**src/rtl/pacc_pkg.sv**
```systemverilog
package pacc_pkg;
  localparam int DATA_W = 8;
  localparam int ADDR_W = 2;

  localparam logic [ADDR_W-1:0] A_CTRL = 2'd0;
  localparam logic [ADDR_W-1:0] A_CNT  = 2'd1;
  localparam logic [ADDR_W-1:0] A_FLAG = 2'd2;
  localparam logic [ADDR_W-1:0] A_IE   = 2'd3;

  localparam int B_EN    = 6;
  localparam int B_GATED = 5;
  localparam int B_POL   = 4;
  localparam int B_FIN   = 1;
  localparam int B_FOV   = 0;

  typedef struct packed {
    logic en;
    logic gated;
    logic pol;
  } pacc_cfg_t;
endpackage

```
**src/rtl/pacc_sync.sv**
```systemverilog
module pacc_sync #(
  parameter int STAGES = 2
) (
  input  logic clk,
  input  logic rst_n,
  input  logic pin,
  output logic lvl,
  output logic rise,
  output logic fall
);
  logic [STAGES-1:0] chain_q;
  logic              prev_q;

  always_ff @(posedge clk or negedge rst_n) begin
    if (!rst_n) begin
      chain_q <= '0;
      prev_q  <= 1'b0;
    end else begin
      chain_q <= {chain_q[STAGES-2:0], pin};
      prev_q  <= chain_q[STAGES-1];
    end
  end

  assign lvl  = chain_q[STAGES-1];
  assign rise = lvl & ~prev_q;
  assign fall = ~lvl & prev_q;

  // an edge seen now was preceded by the opposite level one cycle earlier
  a_r10_rise_history: assert property (@(posedge clk) disable iff (!rst_n)
    rise |-> !$past(lvl));
endmodule

```
**src/rtl/pacc_prescale.sv**
```systemverilog
module pacc_prescale #(
  parameter int DIV_W = 6
) (
  input  logic clk,
  input  logic rst_n,
  input  logic ce,
  output logic tick
);
  localparam logic [DIV_W-1:0] LAST = '1;
  logic [DIV_W-1:0] div_q;

  always_ff @(posedge clk or negedge rst_n) begin
    if (!rst_n)  div_q <= '0;
    else if (ce) div_q <= div_q + 1'b1;
  end

  assign tick = ce && (div_q == LAST);

  // two ticks are never back to back
  a_r5_tick_spacing: assert property (@(posedge clk) disable iff (!rst_n)
    tick |=> !tick);
endmodule

```
**src/rtl/pacc_core.sv**
```systemverilog
module pacc_core
  import pacc_pkg::*;
#(
  parameter int CNT_W = 8
) (
  input  logic             clk,
  input  logic             rst_n,
  input  pacc_cfg_t        cfg,
  input  logic             lvl,
  input  logic             rise,
  input  logic             fall,
  input  logic             tick,
  input  logic             cnt_we,
  input  logic [CNT_W-1:0] cnt_wdata,
  input  logic             clr_in,
  input  logic             clr_ov,
  output logic [CNT_W-1:0] cnt_q,
  output logic             flag_in,
  output logic             flag_ov
);
  logic flag_edge, gate_open, bump, set_in, set_ov;

  always_comb begin
    flag_edge = cfg.pol ? rise : fall;
    gate_open = cfg.pol ? ~lvl : lvl;
    bump      = cfg.en && (cfg.gated ? (gate_open && tick) : flag_edge);
    set_in    = cfg.en && flag_edge;
    set_ov    = bump && !cnt_we && (cnt_q == '1);
  end

  always_ff @(posedge clk or negedge rst_n) begin
    if (!rst_n) begin
      cnt_q   <= '0;
      flag_in <= 1'b0;
      flag_ov <= 1'b0;
    end else begin
      if (cnt_we)    cnt_q <= cnt_wdata;
      else if (bump) cnt_q <= cnt_q + 1'b1;
      flag_in <= set_in | (flag_in & ~clr_in);
      flag_ov <= set_ov | (flag_ov & ~clr_ov);
    end
  end

  // disabled and not written -> value frozen
  a_r2_cnt_frozen: assert property (@(posedge clk) disable iff (!rst_n)
    (!cfg.en && !cnt_we) |=> $stable(cnt_q));
  // flags only rise while enabled
  a_r2_no_set_when_off: assert property (@(posedge clk) disable iff (!rst_n)
    ($rose(flag_in) || $rose(flag_ov)) |-> $past(cfg.en));
  // overflow only from a wrap out of all-ones
  a_r7_ovf_from_wrap: assert property (@(posedge clk) disable iff (!rst_n)
    $rose(flag_ov) |-> ($past(cnt_q) == '1 && cnt_q == '0));
endmodule

```
**src/rtl/pulse_accum.sv**
```systemverilog
module pulse_accum
  import pacc_pkg::*;
#(
  parameter int CNT_W       = 8,
  parameter int DIV_W       = 6,
  parameter int SYNC_STAGES = 2
) (
  input  logic              clk,
  input  logic              rst_n,
  input  logic              reg_wr,
  input  logic [ADDR_W-1:0] reg_addr,
  input  logic [DATA_W-1:0] reg_wdata,
  output logic [DATA_W-1:0] reg_rdata,
  input  logic              pin_in,
  input  logic              bus_ce,
  output logic              irq
);
  logic [DATA_W-1:0] ctrl_q;
  logic [1:0]        ie_q;
  pacc_cfg_t         cfg;
  logic              lvl, rise, fall, tick;
  logic [CNT_W-1:0]  cnt_q;
  logic              flag_in, flag_ov;
  logic              wr_ctrl, wr_cnt, wr_flag, wr_ie;

  assign wr_ctrl = reg_wr && (reg_addr == A_CTRL);
  assign wr_cnt  = reg_wr && (reg_addr == A_CNT);
  assign wr_flag = reg_wr && (reg_addr == A_FLAG);
  assign wr_ie   = reg_wr && (reg_addr == A_IE);

  always_ff @(posedge clk or negedge rst_n) begin
    if (!rst_n) begin
      ctrl_q <= '0;
      ie_q   <= '0;
    end else begin
      if (wr_ctrl) ctrl_q <= reg_wdata;
      if (wr_ie)   ie_q   <= reg_wdata[1:0];
    end
  end

  assign cfg = '{en: ctrl_q[B_EN], gated: ctrl_q[B_GATED], pol: ctrl_q[B_POL]};

  pacc_sync #(.STAGES(SYNC_STAGES)) u_sync (
    .clk(clk), .rst_n(rst_n), .pin(pin_in), .lvl(lvl), .rise(rise), .fall(fall)
  );

  pacc_prescale #(.DIV_W(DIV_W)) u_pre (
    .clk(clk), .rst_n(rst_n), .ce(bus_ce), .tick(tick)
  );

  pacc_core #(.CNT_W(CNT_W)) u_core (
    .clk(clk), .rst_n(rst_n), .cfg(cfg), .lvl(lvl), .rise(rise), .fall(fall),
    .tick(tick), .cnt_we(wr_cnt), .cnt_wdata(reg_wdata[CNT_W-1:0]),
    .clr_in(wr_flag && reg_wdata[B_FIN]), .clr_ov(wr_flag && reg_wdata[B_FOV]),
    .cnt_q(cnt_q), .flag_in(flag_in), .flag_ov(flag_ov)
  );

  always_comb begin
    reg_rdata = '0;
    unique case (reg_addr)
      A_CTRL: reg_rdata = ctrl_q;
      A_CNT:  reg_rdata = DATA_W'(cnt_q);
      A_FLAG: begin
        reg_rdata[B_FIN] = flag_in;
        reg_rdata[B_FOV] = flag_ov;
      end
      default: reg_rdata[1:0] = ie_q;
    endcase
  end

  assign irq = (flag_in & ie_q[1]) | (flag_ov & ie_q[0]);

  // a request needs a pending flag and an enable
  a_r9_irq_source: assert property (@(posedge clk) disable iff (!rst_n)
    irq |-> ((flag_in || flag_ov) && ie_q != 2'b00));
  // clearing enable by itself never changes a flag
  a_r3_flags_kept: assert property (@(posedge clk) disable iff (!rst_n)
    (wr_ctrl && !reg_wdata[B_EN] && ctrl_q[B_EN]) |=> (flag_in || !$past(flag_in)));
endmodule

```
**config.mk**
```make
export PLATFORM = sky130hd
export DESIGN_NAME = pulse_accum
export DESIGN_NICKNAME = d
export VERILOG_FILES = /design/src/rtl/pacc_pkg.sv /design/src/rtl/pacc_sync.sv /design/src/rtl/pacc_prescale.sv /design/src/rtl/pacc_core.sv /design/src/rtl/pulse_accum.sv
export SDC_FILE = /design/constraint.sdc
export NUM_CORES = 1
export LEC_CHECK = 0
export BUFFER_PORTS_ARGS = -buffer_cell sky130_fd_sc_hd__buf_2
export CAP_MARGIN = 20
export CORE_ASPECT_RATIO = 1.75
export CORE_MARGIN = 2
export CORE_UTILIZATION = 55
export DETAILED_ROUTE_END_ITERATION = 6
export GPL_TIMING_DRIVEN = 0
export PLACE_DENSITY = 0.87
export SYNTH_ARGS = -nofsm -noshare
export SYNTH_HDL_FRONTEND = slang
export SYNTH_SLANG_ARGS = --single-unit
```
**constraint.sdc**
```tcl
create_clock -name clk -period 2.1 [get_ports clk]
set_input_delay 0.315 -clock clk [delete_from_list [all_inputs] [get_ports clk]]
set_output_delay 0.315 -clock clk [all_outputs]
set_load 0.03 [all_outputs]
```
==> impl_metrics.ini <==
[run_status]
status = complete, no violations

[critical_path]
start_kind = input pin
ff2ff_path_depth = 6
cp.required_ps = 1780
regToRegSetupSlack_ps = 270
path_max_fanout = 10
crit_type = input pin to output port
r2r_end = u_core.cnt_q[7]
setup.worst_path.end_class = output port
arrival_ps = 1550
cp-startpoint = reg_addr[1]
r2r-start = u_pre.div_q[0]

[global_route]
grt-ovfl-total = 0
grt_max_degree = 30
grt_pass1_vias = 1097
track_usage_pct = 22.7
antenna_found_initial = 0
grt_pass1_wl_mm = 5.04

[synth]
syn_nets = 142
synth_cell_types = 30
postSynthCellCount = 125
synth_edf_count = 0
synthesis.area_mm2 = 0.00145
synth_top_area_cell = dfrtp_1
yosysWarnings = 0
yosysSeqAreaShare_pct = 50.2
synthArstFlopShare_pct = 100
synthTopCellsByArea = dfrtp_1 (50%), mux2_2 (8.6%), mux2i_1 (4.8%)
syn_area_per_cell_um2 = 11.6
yosys_most_used_dff = dfrtp_1
synthDominantCellAreaShare_pct = 50.2
yosys_register_bits = 29

[timing]
post-route-period-util_pct = 88.8
hold_viol_final = 0
rsz0062_at_grt = no
tns_ps = 0
finalCriticalPeriod_ps = 1860
slew_headroom_pct = 48.5
skew_ps = 5.58
setup_viol = 0
maxSlewViolCount = 0
tightest_slew_ps = 769
fmax_ghz = 0.536

[finish]
final_common_cell = dfrtp_1
final_cells = 182
num_antenna_cells = 0
mostFrequentLayoutCells = dfrtp_1 (29), buf_2 (24), nor2_1 (16)
multi_input_area_um2 = 707
drive_gt1_share_pct = 30.1
regArea_um2 = 726
fillers = 216
area_growth_pct = 15.8
nNetsFinal = 172

[power]
finalPower_mw = 1.86
p_sw_uw = 645
clkPwrFrac_pct = 22.9
pwr-share-comb_pct = 28.6
leakagePower_nw = 0.740
ir_drop_mv = 0.608
seqPwrFrac_pct = 48.6
powerDensity_mw_per_mm2 = 1110
swShare_pct = 34.8
internal-power_mw = 1.21

[clock_tree]
htreeDepth = 2
post_cts_resized = 0
cts_sinks = 29
cts_tree = yes
hold_buffers = 0
clockRootBuffer = clkbuf_8
cts_max_path_buffers = 2
cts_setup_buffers = 0
clk_latency_ps = 280
numCtsBuffers = 5
clk_pin_slew_worst_paths_ps = 60

[placement]
dp.cells = 174
place_congestion = 0.828
place_hpwl_mm = 2.15
io_buffer_count = 23

[min_path]
hp-class = input pin to asynchronous set/reset pin

[route]
viasPerCell = 6.01
vias = 1093
firstDrtPassIters = 4
drt-total-wl_mm = 2.94
drt-initial-drc-count = 31
postRouteAntennaNets = 0
route.detailed.drc = 0
wl_per_cell_um = 16.2

[floorplanning]
start_util_pct = 58.0
die-height_um = 71.8
die_x_um = 42.8
ios = 24
die_area_mm2 = 0.00307
core_mm2 = 0.00249
placement_rows = 24

[run]
drv_cap = 0
layout make-up:
class | count | area share [%]
Multi-Input combinational cell | 93 | 42.3
Tap cell | 26 | 1.94
Buffer | 3 | 0.748
Sequential cell | 29 | 43.4
Timing Repair Buffer | 23 | 6.88
Clock buffer | 8 | 4.79
critical path, stage by stage:
cell and delay [ps]:
buf_2 100, clkbuf_1 390, mux4_2 550, buf_2 190
worst max path at each step:
stage	end	cells past startpoint
final	reg_rdata[1]	4
after detailed placement	reg_rdata[1]	4
after floorplan	u_core.cnt_q[7]	6
after CTS	reg_rdata[1]	4
after global routing	reg_rdata[1]	4
after global placement	reg_rdata[1]	4
cell families (layout without fill, tap and decap cells):
kind of cell,count (synthesis),in the layout,share of synthesized area (%)
and+or+nand+nor,42,42,16.2
DFF,29,29,50.2
muxes,20,20,16.5
AOI/OAI and AO/OA,17,17,7.19
xor gates and xnor gates,12,12,7.27
buffers and inverters,3,34,0.866
adders and majority gates,2,2,1.73
metal layers:
metal | vias to the layer above | global-route usage (%) | share of wire [%]
met5 | - | 0 | 0
met4 | 0 | 12.2 | 2.8
met3 | 7 | 6.05 | 3.8
met2 | 28 | 40.4 | 57
met1 | 550 | 23.4 | 36
li1 | 508 | - | -
sequential cells by signal, indices dropped and copies added, names as in the netlist:
| signal | flops |
|---|---|
| ctrl_q | 8 |
| ie_q | 2 |
| u_core.cnt_q | 8 |
| u_core.flag_in | 1 |
| u_core.flag_ov | 1 |
| u_pre.div_q | 6 |
| u_sync.chain_q | 2 |
| u_sync.prev_q | 1 |
through the flow:
| stage | hold WS [ps] | setup slack, ps | area (um2) | util [%] |
|---|---|---|---|---|
| floorplan | 19.4 | 417 | 1450 | - |
| global placement | 334 | 238 | 1590 | 63.9 |
| detailed placement | 342 | 208 | 1590 | 63.9 |
| CTS | 66.6 | 210 | 1670 | 67.1 |
| global route | 102 | 119 | 1670 | 67.1 |
| finish | 59.2 | 236 | 1670 | 67.1 |
Yosys cell counts, types with 2 or more instances:
library cell	count
nand3_1	5
mux2_2	11
o2111ai_1	2
mux2i_1	7
and3_1	3
clkbuf_1	2
nand4_1	4
ha_1	2
dfrtp_1	29
nor2_1	16
o21ai_0	4
mux4_2	2
a21oi_1	7
nand2_1	5
xor2_1	8
xnor2_1	4
power by group through the flow:
stage | sequential (mW) | combinational [mW] | clock, mW
finish | 0.902 | 0.530 | 0.425
global route | 0.927 | 0.593 | 0.462
CTS | 0.901 | 0.541 | 0.439
detailed placement | 0.909 | 0.534 | 0
global placement | 0.890 | 0.513 | 0
floorplan | 0.854 | 0.419 | 0
Power figures use the tool's default switching activity.
